### src/rtl/ssr_pkg.sv
package ssr_pkg;

    localparam int MAX_W = 32;

    typedef enum logic [1:0] {
        OP_REFRESH = 2'b00,
        OP_CLEAR   = 2'b01,
        OP_IMASK   = 2'b10,
        OP_NONE    = 2'b11
    } host_op_e;

    typedef enum logic [1:0] {
        KIND_ALARM    = 2'd0,
        KIND_EVT_EACH = 2'd1,
        KIND_EVT_ONCE = 2'd2
    } bit_kind_e;

    typedef struct packed {
        logic refresh;
        logic clear;
        logic load_mask;
    } host_strobe_t;

    function automatic host_strobe_t decode_op(input logic wr, input logic [1:0] op);
        host_strobe_t s;
        s.refresh   = wr && (host_op_e'(op) == OP_REFRESH);
        s.clear     = wr && (host_op_e'(op) == OP_CLEAR);
        s.load_mask = wr && (host_op_e'(op) == OP_IMASK);
        return s;
    endfunction

    function automatic bit_kind_e kind_of(input int idx,
                                          input logic [MAX_W-1:0] alarm_sel,
                                          input logic [MAX_W-1:0] once_sel);
        if (alarm_sel[idx])
            return KIND_ALARM;
        else if (once_sel[idx])
            return KIND_EVT_ONCE;
        else
            return KIND_EVT_EACH;
    endfunction

endpackage

### src/rtl/ssr_bit_cell.sv
module ssr_bit_cell
    import ssr_pkg::*;
#(
    parameter bit_kind_e KIND = KIND_ALARM
) (
    input  logic clk,
    input  logic rst,
    input  logic cond,
    input  logic clr,
    input  logic ack,
    output logic latched,
    output logic pending
);

    logic pend_set;

    generate
        if (KIND == KIND_EVT_EACH) begin : g_each
            assign pend_set = cond;
        end else begin : g_edge
            logic cond_q;
            always_ff @(posedge clk) begin
                if (rst) cond_q <= 1'b0;
                else     cond_q <= cond;
            end
            if (KIND == KIND_ALARM) begin : g_alarm
                assign pend_set = cond ^ cond_q;
            end else begin : g_once
                assign pend_set = cond & ~cond_q;
            end
        end
    endgenerate

    // a new cause always wins over a clear or an acknowledge in the same cycle
    always_ff @(posedge clk) begin
        if (rst) begin
            latched <= 1'b0;
            pending <= 1'b0;
        end else begin
            latched <= cond | (latched & ~clr);
            pending <= pend_set | (pending & ~ack);
        end
    end

endmodule

### src/rtl/ssr_host_regs.sv
module ssr_host_regs
    import ssr_pkg::*;
#(
    parameter int W = 8
) (
    input  logic         clk,
    input  logic         rst,
    input  host_strobe_t stb,
    input  logic [W-1:0] data,
    input  logic [W-1:0] status,
    output logic [W-1:0] clr_vec,
    output logic [W-1:0] ack_vec,
    output logic [W-1:0] image_q,
    output logic [W-1:0] imask_q
);

    always_comb begin
        clr_vec = stb.clear   ? data : '0;
        ack_vec = stb.refresh ? data : '0;
    end

    always_ff @(posedge clk) begin
        if (rst) begin
            image_q <= '0;
            imask_q <= '0;
        end else begin
            if (stb.refresh)
                image_q <= (data & status) | (~data & image_q);
            if (stb.load_mask)
                imask_q <= data;
        end
    end

endmodule

### src/rtl/status_latch_irq.sv
module status_latch_irq
    import ssr_pkg::*;
#(
    parameter int         W          = 8,
    parameter logic [W-1:0] ALARM_BITS = 8'h0F,
    parameter logic [W-1:0] ONCE_BITS  = 8'h30
) (
    input  logic         clk,
    input  logic         rst,
    input  logic [W-1:0] cond_in,
    input  logic         host_wr,
    input  logic [1:0]   host_op,
    input  logic [W-1:0] host_data,
    output logic [W-1:0] image_out,
    output logic         irq_n
);

    localparam logic [MAX_W-1:0] ALARM_X = MAX_W'(ALARM_BITS);
    localparam logic [MAX_W-1:0] ONCE_X  = MAX_W'(ONCE_BITS);

    host_strobe_t   stb;
    logic [W-1:0]   status_vec;
    logic [W-1:0]   pend_vec;
    logic [W-1:0]   clr_vec;
    logic [W-1:0]   ack_vec;
    logic [W-1:0]   imask_vec;

    assign stb = decode_op(host_wr, host_op);

    ssr_host_regs #(.W(W)) u_regs (
        .clk     (clk),
        .rst     (rst),
        .stb     (stb),
        .data    (host_data),
        .status  (status_vec),
        .clr_vec (clr_vec),
        .ack_vec (ack_vec),
        .image_q (image_out),
        .imask_q (imask_vec)
    );

    generate
        for (genvar i = 0; i < W; i++) begin : g_bit
            localparam bit_kind_e K = kind_of(i, ALARM_X, ONCE_X);
            ssr_bit_cell #(.KIND(K)) u_cell (
                .clk     (clk),
                .rst     (rst),
                .cond    (cond_in[i]),
                .clr     (clr_vec[i]),
                .ack     (ack_vec[i]),
                .latched (status_vec[i]),
                .pending (pend_vec[i])
            );
        end
    endgenerate

    assign irq_n = ~|(pend_vec & imask_vec);

endmodule

### config.mk
export PLATFORM = sky130hd
export DESIGN_NAME = status_latch_irq
export DESIGN_NICKNAME = d
export VERILOG_FILES = /design/src/rtl/ssr_pkg.sv /design/src/rtl/ssr_bit_cell.sv /design/src/rtl/ssr_host_regs.sv /design/src/rtl/status_latch_irq.sv
export SDC_FILE = /design/constraint.sdc
export NUM_CORES = 1
export LEC_CHECK = 0
export ABC_AREA = 1
export BUFFER_PORTS_ARGS = -buffer_cell sky130_fd_sc_hd__buf_2
export CAP_MARGIN = 10
export CORE_MARGIN = 5
export CORE_UTILIZATION = 40
export DETAILED_ROUTE_END_ITERATION = 7
export SETUP_SLACK_MARGIN = 0.2
export SLEW_MARGIN = 0
export SYNTH_ARGS = -nofsm -noshare
export SYNTH_HDL_FRONTEND = slang
export SYNTH_SLANG_ARGS = --single-unit
### constraint.sdc
create_clock -name clk -period 2.2 [get_ports clk]
set_input_delay 0.11 -clock clk [delete_from_list [all_inputs] [get_ports clk]]
set_output_delay 0.11 -clock clk [all_outputs]
set_load 0.02 [all_outputs]
==> results.py, run 1 <==
metrics = {
    "run_status": {
        "outcome": "complete, no violations",
    },
    "critical_path": {
        "critPathCaptureType": "output pin",
        "path_cells": "nand2_1 -> nand4_1 -> nor2_1 -> buf_2",
        "cp_max_fo": 2,
        "crit_type": "register to output pin",
        "cp_data_required_time_ps": 2090,
        "slowest_delay_ps": 340,
        "slowest_stage": "dfxtp_1",
        "crit_arrival_ps": 1120,
        "r2r_slack_ps": 1530,
        "worst_setup_path_start_kind": "register",
    },
    "synthesis": {
        "syn_area_per_cell_um2": 7.53,
        "synth_top_area_share_pct": 52.6,
        "yosys_warnings": 0,
        "synthXorXnorAreaFrac_pct": 2.42,
        "syn_nets": 213,
        "synth-compound-area-share_pct": 7.61,
        "synth-simple-area-share_pct": 29.9,
        "synth_area_leader_cell": "dfxtp_1",
        "synth_top_cells_by_area": "dfxtp_1 53%, nand2_1 10%, nor2_1 9.9%",
        "synth_top_family_by_area": "simple AND/OR/NAND/NOR gates",
        "seq_area_frac_synth_pct": 52.6,
        "synth-adder-area-share_pct": 0,
        "netlist_instances": 192,
        "ys_types": 18,
        "synth_mux_area_share_pct": 0,
        "synth_area_um2": 1450,
        "ys_ff_latch": 38,
    },
    "cts": {
        "clockBufferDepth": 2,
        "ctsRootBufferMaster": "clkbuf_4",
        "cts_buffers": 5,
        "clk_pin_slew_ps": 100,
        "cts_resized": 0,
        "htree_num_levels": 2,
        "worstSkewPairLatency_ps": 330,
        "cts_tree": "done",
        "holdBufCountCts": 3,
        "cts_setup_buffers": 0,
        "cts_sinks": 38,
    },
    "global_route": {
        "grt.overflow.total": 0,
        "grt_max_degree": 23,
        "grt_antenna_before_repair": 0,
        "grt_pass1_wl_um": 5350,
        "grt_pass1_vias": 1238,
        "grt_util_all_layers_pct": 13.8,
    },
    "flow_run": {
        "maxCapViolations": 0,
    },
    "timing": {
        "finalCritPeriodShare_pct": 56.1,
        "setup_violations": 0,
        "slew_headroom_pct": 76.7,
        "worst_pin_slew_ps": 349,
        "grt_setup_unrepaired": "no",
        "slew_violations": 0,
        "hold_viol": 0,
        "fin_crit_ps": 1230,
        "hold_slack_ps": 16.4,
        "fmax_mhz": 811,
        "finalSetupTns_ps": 0,
        "finClkSkew_ps": 7.18,
    },
    "detailed_routing": {
        "post-route-drc-count": 0,
        "routed_wl_um": 3040,
        "ant_nets": 0,
        "wl_per_cell_um": 11.3,
        "first_pass_iters": 4,
        "drt_iter0_drc": 54,
        "vias": 1252,
        "via_per_inst": 4.64,
    },
    "placement": {
        "gp_congestion": 0.746,
        "dp_hpwl_um": 2140,
        "io_buffers": 29,
    },
    "final_layout": {
        "final_core_util_pct": 49.5,
        "fillers": 384,
        "antennaDiodeCount": 0,
        "area_growth_pct": 16.8,
        "final_layout_size_suffix_gt1_share_pct": 17.4,
        "nets": 245,
    },
    "floorplanning": {
        "dieHeight_um": 70.1,
        "rows": 21,
        "coreArea_um2": 3420,
        "die_x_um": 70.1,
        "pin_count": 30,
        "start_util_pct": 42.3,
        "die_area_um2": 4920,
    },
    "power_and_ir_drop": {
        "power_leakage_nw": 0.812,
        "ir_drop_v": 0.000468,
        "power_density_nw_per_um2": 725,
    },
    "hold_path": {
        "min_path_type": "primary input to register",
    },
}
[placed cells by master, fill, tap and decap left out, types with 4 or more instances in the layout]
cell type and n:
nand2_1 40, o21ai_0 5, nor2_1 38, inv_1 16, nand4_1 10, xnor2_1 4, o21ai_1 5, nand3_1 12
dfxtp_1 38, buf_2 29, clkbuf_4 5, a21oi_1 12
[synth_stat cells]
cell type,instances
buf_1,1
o21ai_0,5
buf_2,4
clkbuf_1,1
inv_1,16
nor2_1,38
nor2_4,1
buf_4,1
o21ai_1,5
clkinv_2,1
dfxtp_1,38
a21oi_1,12
nand3_1,12
nand2_2,1
nand2_1,40
xnor2_1,4
inv_2,2
nand4_1,10
[through the flow]
stage	power [mW]	worst slack, ps	cells	cell area (um^2)
after floorplan	0.860	1360	192	1450
after global placement	0.911	1120	260	1610
after detailed placement	0.912	1120	260	1610
after CTS	1.24	937	270	1690
after global routing	1.30	854	270	1690
final	1.22	966	270	1690
[metal layers]
layer	GRT usage, %	up-vias	share of wire [%]	wire length [um]
li1	-	671	-	-
met1	17.0	547	48	1460
met2	20.9	28	43	1310
met3	6.31	6	7.1	217
met4	5.74	0	1.8	54
met5	0	-	0	0
[critical path: cells and delay by family, from the launching register on]
family | cells | cell delay (ps)
simple gates | 3 | 290
flops | 1 | 340
buf+inv | 1 | 170
[logic make-up (layout without fill, tap and decap cells)]
| family | count (synthesis) | count (layout) |
|---|---|---|
| xor+xnor | 4 | 4 |
| simple gates | 102 | 102 |
| flops | 38 | 38 |
| compound gates | 22 | 22 |
| buf+inv | 26 | 58 |
[path summary, 6_finish.rpt]
path,cells past startpoint,start,to
setup / recovery,4,g_bit[4].u_cell.pending$_SDFF_PP0_,irq_n
hold / removal,3,cond_in[0],g_bit[0].u_cell.g_edge.cond_q$_SDFF_PP0_
setup reg to reg,2,g_bit[2].u_cell.g_edge.cond_q$_SDFF_PP0_,g_bit[2].u_cell.pending$_SDFF_PP0_
hold reg to reg,1,g_bit[4].u_cell.g_edge.cond_q$_SDFF_PP0_,g_bit[4].u_cell.pending$_SDFF_PP0_
[power breakdown]
part | internal (mW) | switching (mW) | total, mW
clock | 0.121 | 0.206 | 0.327
sequential | 0.731 | 0.0205 | 0.752
combinational | 0.0580 | 0.0884 | 0.146
total | 0.910 | 0.315 | 1.22
[layout make-up]
class	count	area (um^2)	share of cell area (%)
Clock buffer	7	45.0	2.67
Multi-Input combinational cell	128	578	34.2
Timing Repair Buffer	32	175	10.4
Tap cell	46	57.6	3.41
Inverter	19	72.6	4.30
Sequential cell	38	761	45.0
Note: power is estimated with default switching activity, not from simulation.
==> inputs of run 2 (changes only) <==
clock period = 1.15 ns   (was 2.2 ns; I/O delays follow)
==> run 2 against run 1 <==
Compared with the run above: via count up 4.0%; clock skew increased by 2.2 ps; sequential share of layout area down 3.6 points; register-to-register slack lost 1100 ps; total power rose by 100%; global-route usage increased by 0.18 points; first-iteration DRC count rose by 13%; wire length grew 4.3%; clock power rose by 120%; the run now ends with negative setup slack left; critical path type unchanged; sequential cell count unchanged.
==> results.py, run 2 (synthesized netlist as in run 1, its figures left out) <==
metrics = {
    "floorplanning": {
        "dieHeight_um": 70.1,
        "rows": 21,
        "die_area_um2": 4920,
        "start_util_pct": 42.3,
        "die_x_um": 70.1,
        "pin_count": 30,
        "coreArea_um2": 3420,
    },
    "final_layout": {
        "final_cell_mix": "38 x nand2_1, 38 x nor2_1, 29 x dfxtp_1",
        "nets": 258,
        "antennaDiodeCount": 0,
        "final_layout_size_suffix_gt1_share_pct": 23.5,
        "area_growth_pct": 28.8,
    },
    "timing": {
        "hold_slack_ps": 11.2,
        "finalCritPeriodShare_pct": 104,
        "layout_setup_ws_ps": -44.2,
        "slew_headroom_pct": 75.7,
        "setup_violations": 1,
        "hold_viol": 0,
        "finClkSkew_ps": 9.41,
        "worst_pin_slew_ps": 365,
        "slew_violations": 0,
        "fin_crit_ps": 1190,
        "grt_setup_unrepaired": "yes",
        "fmax_mhz": 837,
        "finalSetupTns_ps": -44.2,
    },
    "power_and_ir_drop": {
        "power.internal_mw": 1.85,
        "ir_drop_v": 0.000599,
        "seq_power_share_pct": 57.9,
        "finalPower_mw": 2.49,
        "combPwrFrac_pct": 13.1,
        "p_switching_uw": 644,
        "sw_frac_of_total_pct": 25.8,
        "clockPowerShare_pct": 29.0,
        "power_leakage_nw": 0.885,
        "power_density_nw_per_um2": 1340,
    },
    "cts": {
        "htree_num_levels": 2,
        "cts_buffers": 5,
        "clk_pin_slew_ps": 120,
        "cts_sinks": 38,
        "worstSkewPairLatency_ps": 350,
        "cts_tree": "done",
        "clockBufferDepth": 2,
        "ctsRootBufferMaster": "clkbuf_4",
    },
    "global_route": {
        "grt_pass1_wl_um": 5440,
        "grt_max_degree": 23,
        "grt_antenna_before_repair": 0,
        "use_met2_pct": 19.4,
        "grt_util_all_layers_pct": 14.0,
        "use_met1_pct": 19.6,
        "met3_usage_pct": 5.74,
        "grt_pass1_vias": 1195,
        "grt.overflow.total": 0,
        "grt-busiest-layer": "met1",
    },
    "critical_path": {
        "crit_arrival_ps": 1140,
        "path_cells": "nand2_1 -> nand4_1 -> nor2_1 -> buf_4",
        "slowest_stage": "dfxtp_2",
        "cp_data_required_time_ps": 1090,
        "cp_max_fo": 2,
        "critPathCaptureType": "output pin",
        "slowest_delay_ps": 340,
        "worst_setup_path_start_kind": "register",
        "crit_type": "register to output pin",
    },
    "detailed_routing": {
        "ant_nets": 0,
        "via_per_inst": 4.58,
        "wl_per_cell_um": 11.2,
        "drt_iter0_drc": 61,
        "first_pass_iters": 6,
        "routed_wl_um": 3170,
        "vias": 1302,
        "post-route-drc-count": 0,
    },
    "run_status": {
        "outcome": "complete, but fails checks",
        "violations": "negative setup slack",
    },
    "placement": {
        "io_buffers": 29,
        "gp_congestion": 0.777,
        "dp_hpwl_um": 2200,
    },
    "hold_path": {
        "min_path_type": "primary input to register",
    },
    "flow_run": {
        "maxCapViolations": 0,
    },
}
run 2: area by class of cell:
class	count	area, um^2
fill	340	1550
sequential	38	772
multi-input combinational	128	583
timing repair buffer	45	318
inverter	19	72.6
tap	46	57.6
clock buffer	7	55.1
clock inverter	1	5.00
run 2: worst paths after layout:
path / startpoint / endpoint / slack, ps / cells past startpoint
worst min register to register: g_bit[5].u_cell.g_edge.cond_q$_SDFF_PP0_ / g_bit[5].u_cell.pending$_SDFF_PP0_ / 420 / 1
worst max-delay path: u_regs.imask_q[7]$_SDFFE_PP0P_ / irq_n / -40 / 4
worst max register to register: g_bit[3].u_cell.pending$_SDFF_PP0_ / g_bit[3].u_cell.pending$_SDFF_PP0_ / 470 / 3
worst min-delay path: host_data[3] / u_regs.imask_q[3]$_SDFFE_PP0P_ / 10 / 3
run 2: layer usage:
metal	up-vias	part of all wire, %
met4	0	1.2
met1	570	51
met2	28	42
met3	5	5.5
met5	-	0
li1	699	-
run 2: metrics by stage:
stage          setup WS (ps)  std cells  cell area (um^2)  util, %
2_1_floorplan            360        192              1450        -
3_3_place_gp             182        262              1630     47.7
3_5_place_dp             164        262              1630     47.7
4_1_cts                -62.5        282              1820     53.2
5_1_grt                 -113        284              1860     54.5
6_report               -44.2        284              1860     54.5
run 2: power by group through the flow:
stage | Sequential [mW] | Combinational, mW | Clock, mW
finish | 1.45 | 0.326 | 0.723
global route | 1.46 | 0.371 | 0.819
CTS | 1.44 | 0.314 | 0.736
detailed placement | 1.47 | 0.279 | 0
global placement | 1.47 | 0.278 | 0
floorplan | 1.47 | 0.174 | 0
run 2: critical path: cells and delay by family, from the launching register on:
| kind | cells | cell delay, ps |
|---|---|---|
| buf+inv | 1 | 150 |
| flops | 1 | 340 |
| simple gates | 3 | 290 |
run 2: what timing repair did:
item | in CTS | in global routing
hold buffers | 12 | 0
buffers inserted | 0 | 2
resized for setup | 4 | 16
pin swaps | 5 | 2
setup endpoints to repair | 1 | 9
hold endpoints to repair | 21 | 0
